==> src/rtl/ifd_pkg.sv <==
package ifd_pkg;

   localparam int CONST_BYTES = 4;
   localparam logic [3:0] NO_REG = 4'h8;

   localparam logic [3:0] OPC_NOP   = 4'h0;
   localparam logic [3:0] OPC_STOP  = 4'h1;
   localparam logic [3:0] OPC_RR    = 4'h2;
   localparam logic [3:0] OPC_IR    = 4'h3;
   localparam logic [3:0] OPC_RM    = 4'h4;
   localparam logic [3:0] OPC_MR    = 4'h5;
   localparam logic [3:0] OPC_ALU   = 4'h6;
   localparam logic [3:0] OPC_JMP   = 4'h7;
   localparam logic [3:0] OPC_CALL  = 4'h8;
   localparam logic [3:0] OPC_RET   = 4'h9;
   localparam logic [3:0] OPC_PUSH  = 4'hA;
   localparam logic [3:0] OPC_POP   = 4'hB;

   localparam logic [3:0] ALU_FUN_MAX = 4'h3;
   localparam logic [3:0] JMP_FUN_MAX = 4'h6;

   typedef struct packed {
      logic       has_regs;
      logic       has_const;
      logic       const_at2;
      logic [2:0] len;
   } fmt_t;

endpackage

==> src/rtl/ifd_classify.sv <==
module ifd_classify
   import ifd_pkg::*;
(
   input  logic [3:0] icode,
   input  logic [3:0] ifun,
   output fmt_t       fmt,
   output logic       bad,
   output logic       halt
);

   always_comb begin
      fmt = '{has_regs: 1'b0, has_const: 1'b0, const_at2: 1'b0, len: 3'd1};
      bad = (ifun != 4'h0);
      unique case (icode)
         OPC_NOP, OPC_STOP, OPC_RET: ;
         OPC_RR, OPC_PUSH, OPC_POP: begin
            fmt.has_regs = 1'b1;
            fmt.len      = 3'd2;
         end
         OPC_IR, OPC_RM, OPC_MR: begin
            fmt.has_regs  = 1'b1;
            fmt.has_const = 1'b1;
            fmt.const_at2 = 1'b1;
            fmt.len       = 3'd6;
         end
         OPC_ALU: begin
            fmt.has_regs = 1'b1;
            fmt.len      = 3'd2;
            bad          = (ifun > ALU_FUN_MAX);
         end
         OPC_JMP: begin
            fmt.has_const = 1'b1;
            fmt.len       = 3'd5;
            bad           = (ifun > JMP_FUN_MAX);
         end
         OPC_CALL: begin
            fmt.has_const = 1'b1;
            fmt.len       = 3'd5;
         end
         default: bad = 1'b1;
      endcase
      halt = (icode == OPC_STOP) && !bad;
   end

endmodule

==> src/rtl/ifd_extract.sv <==
module ifd_extract
   import ifd_pkg::*;
#(
   parameter int WIN_BYTES = 6,
   localparam int WIN_W = WIN_BYTES * 8,
   localparam int C_W   = CONST_BYTES * 8
) (
   input  logic [WIN_W-1:0] win,
   input  fmt_t             fmt,
   output logic [3:0]       ra,
   output logic [3:0]       rb,
   output logic [C_W-1:0]   val_c
);

   assign ra = fmt.has_regs ? win[15:12] : NO_REG;
   assign rb = fmt.has_regs ? win[11:8]  : NO_REG;

   for (genvar k = 0; k < CONST_BYTES; k++) begin : g_cbyte
      logic [7:0] near_b, far_b;
      assign near_b = win[(k+1)*8 +: 8];
      assign far_b  = win[(k+2)*8 +: 8];
      assign val_c[k*8 +: 8] = !fmt.has_const ? 8'h00 :
                               (fmt.const_at2 ? far_b : near_b);
   end

   if (WIN_BYTES > CONST_BYTES + 2) begin : g_spare
      logic spare_unused;
      assign spare_unused = ^win[WIN_W-1:(CONST_BYTES+2)*8];
   end

endmodule

==> src/rtl/ifd_pc_step.sv <==
module ifd_pc_step #(
   parameter int             ADDR_W   = 32,
   parameter logic [ADDR_W-1:0] RESET_PC = '0
) (
   input  logic              clk,
   input  logic              rst_n,
   input  logic [2:0]        len,
   input  logic              hold,
   output logic [ADDR_W-1:0] pc,
   output logic [ADDR_W-1:0] next_pc
);

   assign next_pc = pc + {{(ADDR_W-3){1'b0}}, len};

   always_ff @(posedge clk or negedge rst_n) begin
      if (!rst_n)
         pc <= RESET_PC;
      else if (!hold)
         pc <= next_pc;
   end

endmodule

==> src/rtl/insn_fetch_decoder.sv <==
module insn_fetch_decoder
   import ifd_pkg::*;
#(
   parameter int ADDR_W      = 32,
   parameter int WIN_BYTES   = 6,
   parameter logic [ADDR_W-1:0] RESET_PC = '0,
   parameter bit STOP_ON_BAD = 1'b1,
   localparam int WIN_W = WIN_BYTES * 8,
   localparam int C_W   = CONST_BYTES * 8
) (
   input  logic              clk,
   input  logic              rst_n,
   input  logic [WIN_W-1:0]  win,
   output logic [ADDR_W-1:0] pc,
   output logic [3:0]        icode,
   output logic [3:0]        ifun,
   output logic [3:0]        ra,
   output logic [3:0]        rb,
   output logic [C_W-1:0]    val_c,
   output logic [2:0]        ilen,
   output logic [ADDR_W-1:0] next_pc,
   output logic              insn_ok,
   output logic              bad_insn,
   output logic              is_halt
);

   if (WIN_BYTES < CONST_BYTES + 2) begin : g_chk_win
      $error("insn_fetch_decoder: window narrower than longest instruction");
   end
   if (ADDR_W < 8) begin : g_chk_addr
      $error("insn_fetch_decoder: address width too small");
   end

   fmt_t fmt;
   logic hold;

   assign icode = win[7:4];
   assign ifun  = win[3:0];

   ifd_classify u_cls (
      .icode (icode),
      .ifun  (ifun),
      .fmt   (fmt),
      .bad   (bad_insn),
      .halt  (is_halt)
   );

   ifd_extract #(.WIN_BYTES(WIN_BYTES)) u_ext (
      .win   (win),
      .fmt   (fmt),
      .ra    (ra),
      .rb    (rb),
      .val_c (val_c)
   );

   assign ilen    = fmt.len;
   assign insn_ok = !bad_insn;

   if (STOP_ON_BAD) begin : g_hold_bad
      assign hold = is_halt | bad_insn;
   end else begin : g_skip_bad
      assign hold = is_halt;
   end

   ifd_pc_step #(.ADDR_W(ADDR_W), .RESET_PC(RESET_PC)) u_step (
      .clk     (clk),
      .rst_n   (rst_n),
      .len     (ilen),
      .hold    (hold),
      .pc      (pc),
      .next_pc (next_pc)
   );

endmodule

==> config.mk <==
export PLATFORM = sky130hd
export DESIGN_NAME = insn_fetch_decoder
export DESIGN_NICKNAME = d
export VERILOG_FILES = /design/src/rtl/ifd_pkg.sv /design/src/rtl/ifd_classify.sv /design/src/rtl/ifd_extract.sv /design/src/rtl/ifd_pc_step.sv /design/src/rtl/insn_fetch_decoder.sv
export SDC_FILE = /design/constraint.sdc
export NUM_CORES = 1
export LEC_CHECK = 0
export BUFFER_PORTS_ARGS = -buffer_cell sky130_fd_sc_hd__clkbuf_2
export CAP_MARGIN = 40
export CORE_AREA = 2 2 112 60
export CTS_BUF_LIST = sky130_fd_sc_hd__clkbuf_16
export CTS_CLUSTER_SIZE = 20
export DETAILED_ROUTE_END_ITERATION = 8
export DIE_AREA = 0 0 114 62
export HOLD_SLACK_MARGIN = 0.03
export PLACE_DENSITY = 0.83
export SLEW_MARGIN = 20
export SYNTH_ARGS = -nofsm -noshare
export SYNTH_HDL_FRONTEND = slang
export SYNTH_SLANG_ARGS = --single-unit
==> constraint.sdc <==
create_clock -name clk -period 5.1 [get_ports clk]
set_input_delay 0.255 -clock clk [delete_from_list [all_inputs] [get_ports clk]]
set_output_delay 0.255 -clock clk [all_outputs]
set_load 0.03 [all_outputs]
# == Word level (Yosys, flattened, before mapping) ==
# Index checks and enable logic that the tools add are counted.
# op_classes
n_addsub,1
n_lt_le_gt_ge,2
n_eq_ne,11
mux,15
bitwise_logic,1
n_reduce_logical,10
# ops
cell,count
$mux W8,8
$add A32 B3 Y32,1
$eq A4 B3 Y1 const B,4
$eq A4 B4 Y1 const B,4
$reduce_or A10 Y1,1
$pmux W3 S3,1
$eq A4 B2 Y1 const B,2
$mux W4,2
$reduce_or A7 Y1,1
$reduce_or A5 Y1,1
$eq A4 B1 Y1 const B,1
$gt A4 B2 Y1 const B,1
$gt A4 B3 Y1 const B,1
$logic_not A4 Y1,1
$reduce_bool A4 Y1,1
$reduce_or A4 Y1,1
$mux W1,3
$pmux W1 S3,1
$reduce_or A3 Y1,1
$reduce_or A2 Y1,1
$logic_and A1 B1 Y1,1
$logic_not A1 Y1,1
$or A1 B1 Y1,1
# totals
regBits,32
output_inout_bits,118
wordCells,41

# == Longest topological paths before layout ==
# depth
ltp_word,6
depth_mapped,13
mapped_depth_nobuf,10

# == Modules after synthesis ==
# Synthesis repeated with hierarchy kept, for this count alone.
# unflattened
hier_cells,314
hier_area_um2,2869.0
# by_module_without_submodules
module,instances,cells_each,area_each_um2,seq_area_each_um2
ifd_pc_step,1,203,1980.6,800.8
ifd_extract,1,79,653.1,0.0
ifd_classify,1,22,165.2,0.0
insn_fetch_decoder,1,10,70.1,0.0

# == Least setup slack after synthesis ==
# Ideal clock, no wire load.
# synth_path
path_type,input to output
start,input port win[6]
end,output port next_pc[30]
t_arrival_ns,3.431
t_required_ns,4.845
slack_ns,1.414
cell_stages,13
path_buffers,3
cell_sequence,buf_2 nor2b_1 o21ai_0 o21a_1 clkbuf_1 inv_1 ha_1 nor2b_1 o2111ai_2 or3_1 buf_6 nor2_1 xor2_1
# synth_between
elab_chain_len,4
# synth_lines
item,line_no,source
from (decl),insn_fetch_decoder.sv:13,"input logic [WIN_W-1:0] win,"
$eq A4 B2 Y1 (tied with other cells),ifd_classify.sv:14,unique case (icode)
$reduce_or A4 Y1 (no line) (tied with other cells),n/a,
$pmux W3 S3 *,ifd_classify.sv:14,
net ilen[2],insn_fetch_decoder.sv:20,"output logic [2:0] ilen,"
$add A32 B3 Y32 *,ifd_pc_step.sv:13,"assign next_pc = pc + {{(ADDR_W-3){1'b0}}, len};"
to (decl),insn_fetch_decoder.sv:21,"output logic [ADDR_W-1:0] next_pc,"
# The timed path passes the listed nets; every way through them passes the cells marked *.

# == Worst setup path in the final report ==
# layout_path
start,input port win[6]
end,output port next_pc[28]
# layout_between
elab_chain_len,4
# layout_lines
item,line_no
$eq A4 B2 Y1 (tied with other cells),ifd_classify.sv:14
$reduce_or A4 Y1 (no line) (tied with other cells),n/a
$pmux W3 S3 *,ifd_classify.sv:14
$add A32 B3 Y32 *,ifd_pc_step.sv:13
# Every way passes the cells marked *; elsewhere a longest branch is shown, timed or not.

==> metrics.md <==
| Metric | Value |
|---|---|
| Number of fill cells | `570` |
| Mapped Nets | `363` |
| Final Skew | `5.81 ps` |
| Overflow after GRT | `0` |
| Number of global-route vias before repair | `~2200` |
| FF+latch count, synth | `32` |
| Final setup viols | `0` |
| Gp weighted congestion | `roughly 0.91` |
| Arr. time, crit path | `3320 ps` |
| DRC violations left | `0` |
| Mapped cell area | `around 2600 sq um` |
| Clock Sinks | `32` |
| I/O pin count | `about 170` |
| Htree depth | `2` |
| Post-Syn Instances | `309` |
| Post-CTS Setup Inserts | `0` |
| Vias | `around 2800` |
| Starting DRC count in detailed routing | `138` |
| Placed Instance Area | `around 3500 sq um` |
| CP top delay family | `simple AND/OR/NAND/NOR gates` |
| Buf/Inv on CP | `3` |
| Post-synth top flop | `dfrtp_1` |
| Later-pin clock latency in the skew report | `270 ps` |
| Initial antenna violation count | `0` |
| CP max stage delay | `580 ps` |
| Worst Setup End Kind | `output pin` |
| Worst path cell trace | `clkbuf_2 -> nor2b_1 -> a2bb2oi_1 -> ha_1 -> inv_1 -> fa_1 -> nor2b_1 -> o2111ai_2 -> or3_1 -> nor2_1 -> xor2_1 -> clkbuf_2` |
| Synth warnings | `0` |
| Max reg flops | `32` |
| Fin. Hold Viols | `0` |
| R2R depth | `8` |
| Setup tns final | `0 ps` |
| Drt via density | `5.14` |
| Syn avg cell area | `around 8.5 sq um` |
| Initial core utilization | `42.0%` |
| Core area | `between 6000 and 7000 sq um` |
| Fin area | `3690 sq um` |
| Lkg Pwr | `2.06 nW` |
| Register area share after synthesis | `30.5%` |
| Ant diodes | `0` |
| # port buffers | `167` |
| RSZ-0062 raised after global routing | `false` |
| # rows | `21` |
| Crit start category | `input pin` |
| Largest regs | `u_step.pc x32` |
| Clock Path Buffers | `2` |
| Count of pins over their slew limit | `0` |
| WP data required | `4850 ps` |
| Die area | `between 7000 and 8000 sq um` |
| Root Buffer | `clkbuf_16` |
| Layout cells sized above 1 | `40.3%` |
| F_max | `0.280 GHz` |
| Synth area leaders | `dfrtp_1 (30%), xor2_1 (11%), mux2i_1 (9.1%)` |
| WS Path Type | `input pin to output pin` |
| Post-DP HPWL | `6330 um` |
| Slowest-stage cell, CP | `or3_1` |
| Post-CTS Hold Buffers | `0` |
| Pwr/cell area | `288 nW/um^2` |
| Remaining antenna violation count | `0` |
| First-pass GRT wire length | `11200 um` |
| Post-CTS Resized | `0` |
| Worst-Margin Slew | `707 ps` |
| Post-synth EDFFs | `0` |
| Largest net degree at the start of global routing | `33` |
| Crit share post-route | `70.0%` |
| WL final | `7680 um` |
| Total CTS buffers | `5` |
| Slew margin rel. | `52.8%` |
| Status | `completed` |
| Crit path depth | `12` |
| Die H | `62 um` |
| Largest register by flop count | `u_step.pc` |
| Max Cap Viol | `0` |
| Clock-pin slew on the worst setup and hold paths | `50 ps` |
| Most common cell after layout, fill and taps aside | `clkbuf_2` |
| Synth top area share | `30.5%` |
| Leading area contributor after synthesis | `dfrtp_1` |
| CTS tree | `done` |
| VDD IR max | `around 150 uV` |
| Drt pass-1 iters | `4` |
| Most frequent cells in the layout | `clkbuf_2 (167), nor2_1 (47), nand2_1 (35)` |
| Post-DR wirelength/cell | `14.0 um` |
| GRT Overall Usage | `20.6%` |
| Die Width | `114 um` |
| Post-layout minimum cycle time | `3570 ps` |
| Worst hold path type | `input pin to async pin` |
| Synth-to-layout area growth | `40.5%` |
| Critical path fanouts, max | `11` |
| Ys async rst share | `100%` |
| Fin nets | `522` |
| Post-synth cell types | `39` |
[cell usage after synthesis (all sizes together), types with 6 or more instances]
library cell	instances
nor2	48
nand2	35
dfrtp	32
xor2	32
xnor2	27
mux2i	24
buf	15
and3	11
a22o	8
nor2b	8
inv	7
nand3	7
nand4	7
nor3	7
clkbuf	6
[final cells by class]
cell class	count	area, sq um	share of cell area [%]
multi-input combinational	249	1680	45.6
sequential	32	801	21.7
tap	80	100	2.71
clock inverter	3	42.5	1.15
timing repair buffer	173	912	24.7
clock buffer	5	125	3.39
inverter	7	26.3	0.712
[where the power goes]
group	total [mW]	internal (mW)	leakage (nW)	switching (mW)
Clock	0.333	0.229	0.0798	0.104
Combinational	0.430	0.132	1.54	0.298
Sequential	0.300	0.274	0.440	0.0266
[metrics by stage]
stage / setup slack (ps) / utilization [%] / hold WS, ps / cells / power (mW)
after floorplan: 1410 / - / -40.6 / 309 / 0.593
after CTS: 1560 / 58.5 / 80.2 / 547 / 1.07
after global placement: 1740 / 55.3 / 375 / 537 / 0.722
after detailed placement: 1570 / 55.8 / 368 / 539 / 0.734
final: 1530 / 59.0 / 339 / 549 / 1.06
after global routing: 1330 / 59.0 / 353 / 549 / 1.12
[metal layers]
metal / wire length (um) / up-vias / GRT usage [%]
met1: 3750 / 1362 / 31.7
li1: - / 1365 / -
met4: 32 / 0 / 4.36
met2: 3490 / 89 / 29.9
met3: 407 / 4 / 3.98
met5: 0 / - / 0
[kinds of logic after synthesis]
family / after synthesis / share of synthesized area [%]
and+or+nand+nor: 137 / 25.1
muxes: 25 / 9.58
buffers and inverters: 28 / 5.72
adders and majority gates: 4 / 2.19
AOI/OAI and AO/OA: 24 / 7.24
xor gates and xnor gates: 59 / 19.7
DFF: 32 / 30.5
[final timing paths]
| path | start | endpoint | slack, ps |
|---|---|---|---|
| setup / recovery | win[6] | next_pc[28] | 1530 |
| hold / removal | rst_n | u_step.pc[26] | 340 |
| setup reg to reg | u_step.pc[0] | u_step.pc[28] | 2420 |
| hold reg to reg | u_step.pc[0] | u_step.pc[0] | 520 |
| max in group asynchronous | rst_n | u_step.pc[7] | 4390 |
| min in group clk | u_step.pc[0] | u_step.pc[0] | 520 |
No activity file was read; power rests on OpenSTA's default activity.
